[src/rtl/sercom_pkg.sv]
package sercom_pkg;

    localparam int N_CH     = 2;
    localparam int BYTE_W   = 8;
    localparam int ADDR_W   = 3;
    localparam int PTR_W    = 4;
    localparam int CH_BIT   = 2;
    localparam int PORT_BIT = 1;
    localparam int CMD_W    = 3;
    localparam int RCMD_W   = 2;

    localparam logic [PTR_W-1:0] REG_IE  = 4'd1;
    localparam logic [PTR_W-1:0] REG_RXC = 4'd3;
    localparam logic [PTR_W-1:0] REG_TXC = 4'd5;
    localparam logic [PTR_W-1:0] REG_RST = 4'd9;
    localparam logic [PTR_W-1:0] REG_EXT = 4'd15;

    localparam logic [BYTE_W-1:0] RR1_VAL = 8'h06;

    typedef enum logic [CMD_W-1:0] {
        CMD_NONE    = 3'b000,
        CMD_PT_HIGH = 3'b001,
        CMD_CLR_RX  = 3'b100,
        CMD_CLR_TX  = 3'b101
    } ctl_cmd_e;

    typedef struct packed {
        logic       ie_master;
        logic       ie_tx;
        logic [1:0] rx_mode;
        logic       rx_en;
        logic       tx_en;
        logic       brk_ie;
    } chan_cfg_t;

    localparam chan_cfg_t CFG_RST = '{
        ie_master: 1'b0, ie_tx: 1'b0, rx_mode: 2'b00,
        rx_en: 1'b0, tx_en: 1'b0, brk_ie: 1'b1
    };

    typedef struct packed {
        logic brk;
        logic avail;
        logic rx_pend;
        logic tx_pend;
    } chan_flags_t;

    localparam chan_flags_t FLAGS_RST = '{brk: 1'b0, avail: 1'b0, rx_pend: 1'b0, tx_pend: 1'b0};

    function automatic logic irq_eval(chan_cfg_t c, chan_flags_t f);
        logic rx_mode_ok;
        rx_mode_ok = (c.rx_mode == 2'b01) || (c.rx_mode == 2'b10);
        return c.ie_master &&
               ((c.ie_tx && f.tx_pend) ||
                (rx_mode_ok && f.rx_pend) ||
                (c.brk_ie && f.brk));
    endfunction

    function automatic logic [BYTE_W-1:0] status_pack(chan_flags_t f);
        return {f.brk, 1'b1, 3'b000, 1'b1, 1'b0, f.avail};
    endfunction

endpackage

[src/rtl/sercom_chan.sv]
module sercom_chan
    import sercom_pkg::*;
(
    input  logic              clk,
    input  logic              rst,
    input  logic              sreset,
    input  logic              wr_ctrl,
    input  logic              wr_data,
    input  logic              rd_ctrl,
    input  logic              rd_data,
    input  logic              sel_data,
    input  logic [BYTE_W-1:0] wdata,
    input  logic              rx_valid,
    input  logic [BYTE_W-1:0] rx_data,
    input  logic              rx_break,
    output logic [BYTE_W-1:0] rdata,
    output logic [RCMD_W-1:0] reset_cmd,
    output logic              tx_valid,
    output logic [BYTE_W-1:0] tx_data,
    output logic              irq_req
);

    logic [PTR_W-1:0]  ptr;
    chan_cfg_t         cfg;
    chan_flags_t       flg;
    logic [BYTE_W-1:0] rx_q;
    logic [BYTE_W-1:0] tx_q;
    logic              tx_v;
    logic [CMD_W-1:0]  cmd;
    logic              rx_take;
    logic [BYTE_W-1:0] rr_sel;

    assign cmd     = wdata[5:3];
    assign rx_take = rx_valid && cfg.rx_en && !flg.avail;

    always_comb begin
        reset_cmd = '0;
        if (wr_ctrl && (ptr == REG_RST)) begin
            reset_cmd = wdata[7:6];
        end
    end

    always_ff @(posedge clk) begin
        if (rst || sreset) begin
            ptr  <= '0;
            cfg  <= CFG_RST;
            flg  <= FLAGS_RST;
            rx_q <= '0;
            tx_q <= '0;
            tx_v <= 1'b0;
        end else begin
            tx_v <= 1'b0;
            if (wr_ctrl) begin
                if (ptr == '0) begin
                    ptr <= {cmd == CMD_PT_HIGH, wdata[2:0]};
                    if (cmd == CMD_CLR_RX) flg.rx_pend <= 1'b0;
                    if (cmd == CMD_CLR_TX) flg.tx_pend <= 1'b0;
                end else begin
                    case (ptr)
                        REG_IE: begin
                            cfg.ie_master <= wdata[0];
                            cfg.ie_tx     <= wdata[1];
                            cfg.rx_mode   <= wdata[4:3];
                        end
                        REG_RXC: cfg.rx_en  <= wdata[0];
                        REG_TXC: cfg.tx_en  <= wdata[3];
                        REG_EXT: cfg.brk_ie <= wdata[7];
                        default: ;
                    endcase
                    ptr <= '0;
                end
            end else if (rd_ctrl) begin
                ptr <= '0;
            end
            if (wr_data && cfg.tx_en) begin
                tx_q        <= wdata;
                tx_v        <= 1'b1;
                flg.tx_pend <= 1'b1;
            end
            if (rd_data) flg.avail <= 1'b0;
            if (rx_take) begin
                rx_q        <= rx_data;
                flg.avail   <= 1'b1;
                flg.rx_pend <= 1'b1;
            end
            if (rx_break) flg.brk <= 1'b1;
        end
    end

    always_comb begin
        case (ptr)
            4'd0:    rr_sel = status_pack(flg);
            4'd1:    rr_sel = RR1_VAL;
            default: rr_sel = '0;
        endcase
    end

    assign rdata    = sel_data ? rx_q : rr_sel;
    assign tx_valid = tx_v;
    assign tx_data  = tx_q;
    assign irq_req  = irq_eval(cfg, flg);

    // a pointed write always sends the pointer home
    a_r2_ptr_home_after_write: assert property (@(posedge clk) disable iff (rst)
        (wr_ctrl && (ptr != '0)) |=> (ptr == '0));

    // a control read sends the pointer home
    a_r3_ptr_home_after_read: assert property (@(posedge clk) disable iff (rst)
        (rd_ctrl && !wr_ctrl) |=> (ptr == '0));

    // no transmit pulse while transmit is disabled
    a_r4_no_tx_disabled: assert property (@(posedge clk) disable iff (rst)
        (wr_data && !cfg.tx_en) |=> !tx_valid);

    // a held character is never overwritten
    a_r5_rx_hold: assert property (@(posedge clk) disable iff (rst)
        (flg.avail && !sreset) |=> $stable(rx_q));

    // break is sticky until a channel reset
    a_r6_break_sticky: assert property (@(posedge clk) disable iff (rst)
        (flg.brk && !sreset) |=> flg.brk);

endmodule

[src/rtl/sercom_irq.sv]
module sercom_irq
    import sercom_pkg::*;
(
    input  logic            clk,
    input  logic            rst,
    input  logic [N_CH-1:0] req,
    output logic            irq
);

    logic irq_q;

    always_ff @(posedge clk) begin
        if (rst) irq_q <= 1'b0;
        else     irq_q <= |req;
    end

    assign irq = irq_q;

    // any active channel request shows on irq one cycle later
    a_r7_irq_follows_req: assert property (@(posedge clk) disable iff (rst)
        (|req) |=> irq);

    // irq is low one cycle after no channel requests
    a_r7_irq_quiet: assert property (@(posedge clk) disable iff (rst)
        (req == '0) |=> !irq);

endmodule

[src/rtl/duo_sercom.sv]
module duo_sercom
    import sercom_pkg::*;
(
    input  logic              clk,
    input  logic              rst,
    input  logic              bus_wr,
    input  logic              bus_rd,
    input  logic [ADDR_W-1:0] bus_addr,
    input  logic [BYTE_W-1:0] bus_wdata,
    output logic [BYTE_W-1:0] bus_rdata,
    input  logic              rxa_valid,
    input  logic [BYTE_W-1:0] rxa_data,
    input  logic              rxa_brk,
    input  logic              rxb_valid,
    input  logic [BYTE_W-1:0] rxb_data,
    input  logic              rxb_brk,
    output logic              txa_valid,
    output logic [BYTE_W-1:0] txa_data,
    output logic              txb_valid,
    output logic [BYTE_W-1:0] txb_data,
    output logic              irq
);

    logic              ch_idx;
    logic              port_data;
    logic              rd_ok;
    logic [N_CH-1:0]   wr_ctrl, wr_data, rd_ctrl, rd_data, sreset, req;
    logic [N_CH-1:0]   rx_valid, rx_brk, tx_valid;
    logic [BYTE_W-1:0] rx_data  [N_CH];
    logic [BYTE_W-1:0] tx_data  [N_CH];
    logic [BYTE_W-1:0] ch_rdata [N_CH];
    logic [RCMD_W-1:0] rcmd     [N_CH];

    assign ch_idx    = bus_addr[CH_BIT];
    assign port_data = bus_addr[PORT_BIT];
    assign rd_ok     = bus_rd && !bus_wr;

    assign rx_valid = {rxb_valid, rxa_valid};
    assign rx_brk   = {rxb_brk, rxa_brk};
    assign rx_data[0] = rxa_data;
    assign rx_data[1] = rxb_data;

    genvar c;
    generate
        for (c = 0; c < N_CH; c++) begin : g_ch
            logic sel;
            assign sel        = (ch_idx == c[0]);
            assign wr_ctrl[c] = bus_wr && sel && !port_data;
            assign wr_data[c] = bus_wr && sel &&  port_data;
            assign rd_ctrl[c] = rd_ok  && sel && !port_data;
            assign rd_data[c] = rd_ok  && sel &&  port_data;
            // command bit 7 targets channel A, bit 6 targets channel B
            assign sreset[c]  = rcmd[0][RCMD_W-1-c] | rcmd[1][RCMD_W-1-c];

            sercom_chan u_chan (
                .clk       (clk),
                .rst       (rst),
                .sreset    (sreset[c]),
                .wr_ctrl   (wr_ctrl[c]),
                .wr_data   (wr_data[c]),
                .rd_ctrl   (rd_ctrl[c]),
                .rd_data   (rd_data[c]),
                .sel_data  (port_data),
                .wdata     (bus_wdata),
                .rx_valid  (rx_valid[c]),
                .rx_data   (rx_data[c]),
                .rx_break  (rx_brk[c]),
                .rdata     (ch_rdata[c]),
                .reset_cmd (rcmd[c]),
                .tx_valid  (tx_valid[c]),
                .tx_data   (tx_data[c]),
                .irq_req   (req[c])
            );
        end
    endgenerate

    assign bus_rdata = ch_rdata[ch_idx];
    assign txa_valid = tx_valid[0];
    assign txb_valid = tx_valid[1];
    assign txa_data  = tx_data[0];
    assign txb_data  = tx_data[1];

    sercom_irq u_irq (
        .clk (clk),
        .rst (rst),
        .req (req),
        .irq (irq)
    );

    // a write never touches both channels at once
    a_r1_single_channel: assert property (@(posedge clk) disable iff (rst)
        $onehot0(wr_ctrl | wr_data));

endmodule

[config.mk]
export PLATFORM = sky130hd
export DESIGN_NAME = duo_sercom
export DESIGN_NICKNAME = d
export VERILOG_FILES = /design/src/rtl/sercom_pkg.sv /design/src/rtl/sercom_chan.sv /design/src/rtl/sercom_irq.sv /design/src/rtl/duo_sercom.sv
export SDC_FILE = /design/constraint.sdc
export NUM_CORES = 1
export LEC_CHECK = 0
export ABC_CLOCK_PERIOD_IN_PS = 3300
export BUFFER_PORTS_ARGS = -buffer_cell sky130_fd_sc_hd__buf_2
export CAP_MARGIN = 20
export CORE_MARGIN = 2
export CORE_UTILIZATION = 44
export CTS_BUF_LIST = sky130_fd_sc_hd__clkbuf_4
export CTS_CLUSTER_SIZE = 20
export DETAILED_ROUTE_END_ITERATION = 6
export HOLD_SLACK_MARGIN = 0.06
export PLACE_DENSITY = 0.76
export SETUP_SLACK_MARGIN = 0.5
export SLEW_MARGIN = 20
export SYNTH_ARGS = -nofsm -noshare
export SYNTH_HDL_FRONTEND = slang
export SYNTH_SLANG_ARGS = --single-unit
[constraint.sdc]
create_clock -name clk -period 3.3 [get_ports clk]
set_input_delay 0.165 -clock clk [delete_from_list [all_inputs] [get_ports clk]]
set_output_delay 0.165 -clock clk [all_outputs]
set_load 0.02 [all_outputs]
==> flow_metrics.tcl <==
set metrics [dict create \
    grt_pass1_vias 2229 \
    clockRootBuffer "clkbuf_4" \
    worstPathCellList "nor3_2, nor3b_1, a221oi_1, a31oi_1, buf_2" \
    setup.worst_path.start "g_ch[0].u_chan.ptr[1]$_SDFFE_PP0P_" \
    crit_end "bus_rdata[7]" \
    ys.flop_type "dfxtp_1" \
    cp.depth 5 \
    dieWidth_um 82.30 \
    p_int_w 0.001187 \
    clkTransAtPathRegs_ps 110 \
    cts_tree "yes" \
    grt_max_degree 33 \
    avgSynthCellArea_um2 8.430 \
    portBuffers 60 \
    p_clk_share_pct 39.7 \
    power_frac_comb_pct 8.2 \
    synth-edff-count 0 \
    synth_area_um2 2698 \
    async_reset_ff_share_pct 0 \
    yosysWarnings 0 \
    fin_nets 435 \
    ff2ff_setup_slack_ps 1460 \
    reg2reg_depth 4 \
    synth.distinct_cells 36 \
    powerDensity_nw_per_um2 444.0 \
    drt_iter0_drc 171 \
    irDropWorstVdd_v 0.0002262 \
    globalRouteTotalUtil_pct 20.34 \
    syn-num-nets 355 \
    antenna_found_initial 0 \
    skew_ps 11.59 \
    worst-endpoint-arrival_ps 2240 \
    cts.repair.resized 0 \
    fillers 529 \
    period_share_pct 72.83 \
    final-hold-violation-count 0 \
    hold_path.class "in2reg" \
    whs_ps 106.1 \
    num_vias 2567 \
    synth_area_leaders "dfxtp_1 (48%), nand2_1 (9.3%), a21oi_1 (7.1%)" \
    wl_per_cell_um 13.95 \
    drc_errors 0 \
    min_period_ps 2403 \
    dieArea_um2 6773 \
    outcome "finished clean" \
    p_sw_share_pct 22.25 \
    grt_pass1_wl_mm 10.32 \
    clkSinkCount 65 \
    maxSlewHeadroom_pct 59.28 \
    cpPeakStageDelay_ps 520 \
    power.total_w 0.001527 \
    rsz0062_at_grt "no" \
    worstSetupEndpointType "output pin" \
    placed_area_um2 3035 \
    r2r_end "g_ch[1].u_chan.flg[0]$_SDFFE_PP0P_" \
    p_switching_w 0.0003396 \
    dp_slack_ps 1304 \
    seqPwrFrac_pct 52.1 \
    yosys.area.top_type "dfxtp_1" \
    coreArea_um2 5921 \
    ys_seq_elements 65 \
    synthToLayoutAreaGrowth_pct 27.46 \
    cp_num_buf_inv 1 \
    start_util_pct 45.56 \
    hpwl_mm 4.534 \
    num_antenna_cells 0 \
    final_antenna_net_count 0 \
    synth_cells 320 \
    drive_gt1_share_pct 20.99 \
    wl_mm 6.698 \
    via_per_inst 5.348 \
    die_h_um 82.30 \
    crit_fanout 10 \
    synth_top_area_share_pct 48.24 \
    ios 62 \
    final_max_slew_viol_count 0 \
    maxCapViolations 0 \
    critPathTopFamily "simple AND/OR/NAND/NOR gates" \
    timing.final.ws_setup_ps 896.7 \
    setup_viol 0 \
    htree_levels 3 \
    clkLatencyLatePin_ps 390 \
    cts_buffers 9 \
    crit_required_ps 3130 \
    grt_overflow 0 \
    tightest_slew_ps 608.9 \
    fin_area_um2 3438 \
    setup_tns_ps 0 \
    r2r_start "g_ch[1].u_chan.ptr[1]$_SDFFE_PP0P_" \
    crit_path_top_delay_cell "nor3_2" \
    max_freq_mhz 416.1 \
    gp_congestion 0.8143 \
    p_leak_nw 1.442 \
    start_kind "flop" \
    ys_seq_area_share_pct 48.24 \
    crit_type "reg2out" \
    drtPass1Iterations 4 \
    num_rows 28 \
    clk_path_buf_depth 2 \
]
[cells in the mapped netlist, types with 4 or more instances]
cell,number
nand4_1,4
buf_1,4
clkbuf_1,5
nor4bb_1,4
nand3_1,7
o21ai_0,8
mux2i_1,18
buf_2,9
dfxtp_1,65
nand2b_1,4
nor2_1,37
nand2_1,67
a21oi_1,38
a22oi_1,9
[worst min-delay path by stage]
stage	startpoint	to	slack (ps)	depth (start not counted)
6_report	bus_wdata[1]	g_ch[0].u_chan.tx_data[1]$_SDFFE_PP0P_	110	3
5_1_grt	bus_wdata[1]	g_ch[1].u_chan.tx_data[1]$_SDFFE_PP0P_	80	3
4_1_cts	bus_wdata[4]	g_ch[0].u_chan.tx_data[4]$_SDFFE_PP0P_	70	3
3_5_place_dp	rst	u_irq.irq$_SDFF_PP0_	360	2
3_3_place_gp	rst	u_irq.irq$_SDFF_PP0_	360	2
2_1_floorplan	rst	u_irq.irq$_SDFF_PP0_	230	1
[registers in the layout (all words and copies together), names as in the netlist]
| name | cells |
|---|---|
| g_ch.u_chan.rx_q | 16 |
| g_ch.u_chan.tx_data | 16 |
| g_ch.u_chan.cfg | 14 |
| g_ch.u_chan.flg | 8 |
| g_ch.u_chan.ptr | 8 |
| g_ch.u_chan.tx_valid | 2 |
| u_irq.irq | 1 |
[cell type report]
type | count | area (µm²) | share of cell area (%)
Tap cell | 75 | 93.84 | 2.729
Sequential cell | 65 | 1301 | 37.85
Multi-Input combinational cell | 236 | 1314 | 38.21
Timing Repair Buffer | 87 | 563.0 | 16.38
Inverter | 1 | 3.754 | 0.1092
Clock inverter | 3 | 65.06 | 1.892
Clock buffer | 13 | 97.59 | 2.838
[power groups by stage]
| stage | Sequential [W] | Combinational, W | Clock [W] |
|---|---|---|---|
| final | 0.000795 | 0.000126 | 0.000606 |
| after global routing | 0.000796 | 0.000136 | 0.000657 |
| after global placement | 0.000813 | 0.000102 | 0 |
| after floorplan | 0.000811 | 0.0000611 | 0 |
| after CTS | 0.000795 | 0.000124 | 0.000620 |
| after detailed placement | 0.000813 | 0.000102 | 0 |
[worst reg2reg max path: cells and delay by family (launching register included)]
| family | cells | cell delay, ps |
|---|---|---|
| AOI/OAI and AO/OA | 2 | 210 |
| DFF | 1 | 380 |
| and+or+nand+nor | 2 | 1120 |
[placed cells by master, fill, tap and decap left out, drive strengths merged]
master,netlist,routed
or2,1,1
dlygate4sd3,0,24
buf,13,63
nor2,37,37
or3,2,2
a22oi,9,9
a31oi,2,2
or4,1,1
and4,1,1
nand4,4,4
a221o,3,3
dfxtp,65,65
nor4bb,4,4
nand3b,3,3
a32oi,1,1
nor2b,3,3
nand3,7,7
clkinv,0,1
mux2i,18,18
and4b,2,2
nor3b,2,2
a222oi,2,2
a21oi,38,38
nor3,3,3
nand2b,4,4
a221oi,2,2
and3,3,3
nand2,67,67
bufinv,0,2
mux2,3,3
nor4,1,1
inv,1,1
o21ai,10,10
xor2,2,2
clkbuf,5,13
nand4b,1,1
[layer usage]
metal / vias up / track usage [%] / routed length [µm]
li1: 1284 / - / -
met1: 1206 / 26.64 / 2981
met2: 61 / 31.85 / 3231
met3: 16 / 4.022 / 320
met4: 0 / 10.17 / 164
met5: - / 0 / 0
[logic make-up after synthesis]
logic type	share of synthesized area, %
and+or+nand+nor	25.42
muxes	7.931
buffers and inverters	3.061
AOI/OAI and AO/OA	14.70
DFF	48.24
xor gates and xnor gates	0.6495
[stage by stage]
stage | util (%) | instances
floorplan | - | 320
global placement | 51.27 | 440
detailed placement | 51.27 | 440
CTS | 57.90 | 479
global route | 58.07 | 480
finish | 58.07 | 480
[repair_timing]
item                                   4_1_cts  5_1_grt
endpoints found under the hold margin       25        1
hold buffers                                23        1
buffers inserted                             0        0
setup endpoints to repair                    0        0
(Power assumes the default switching activity.)
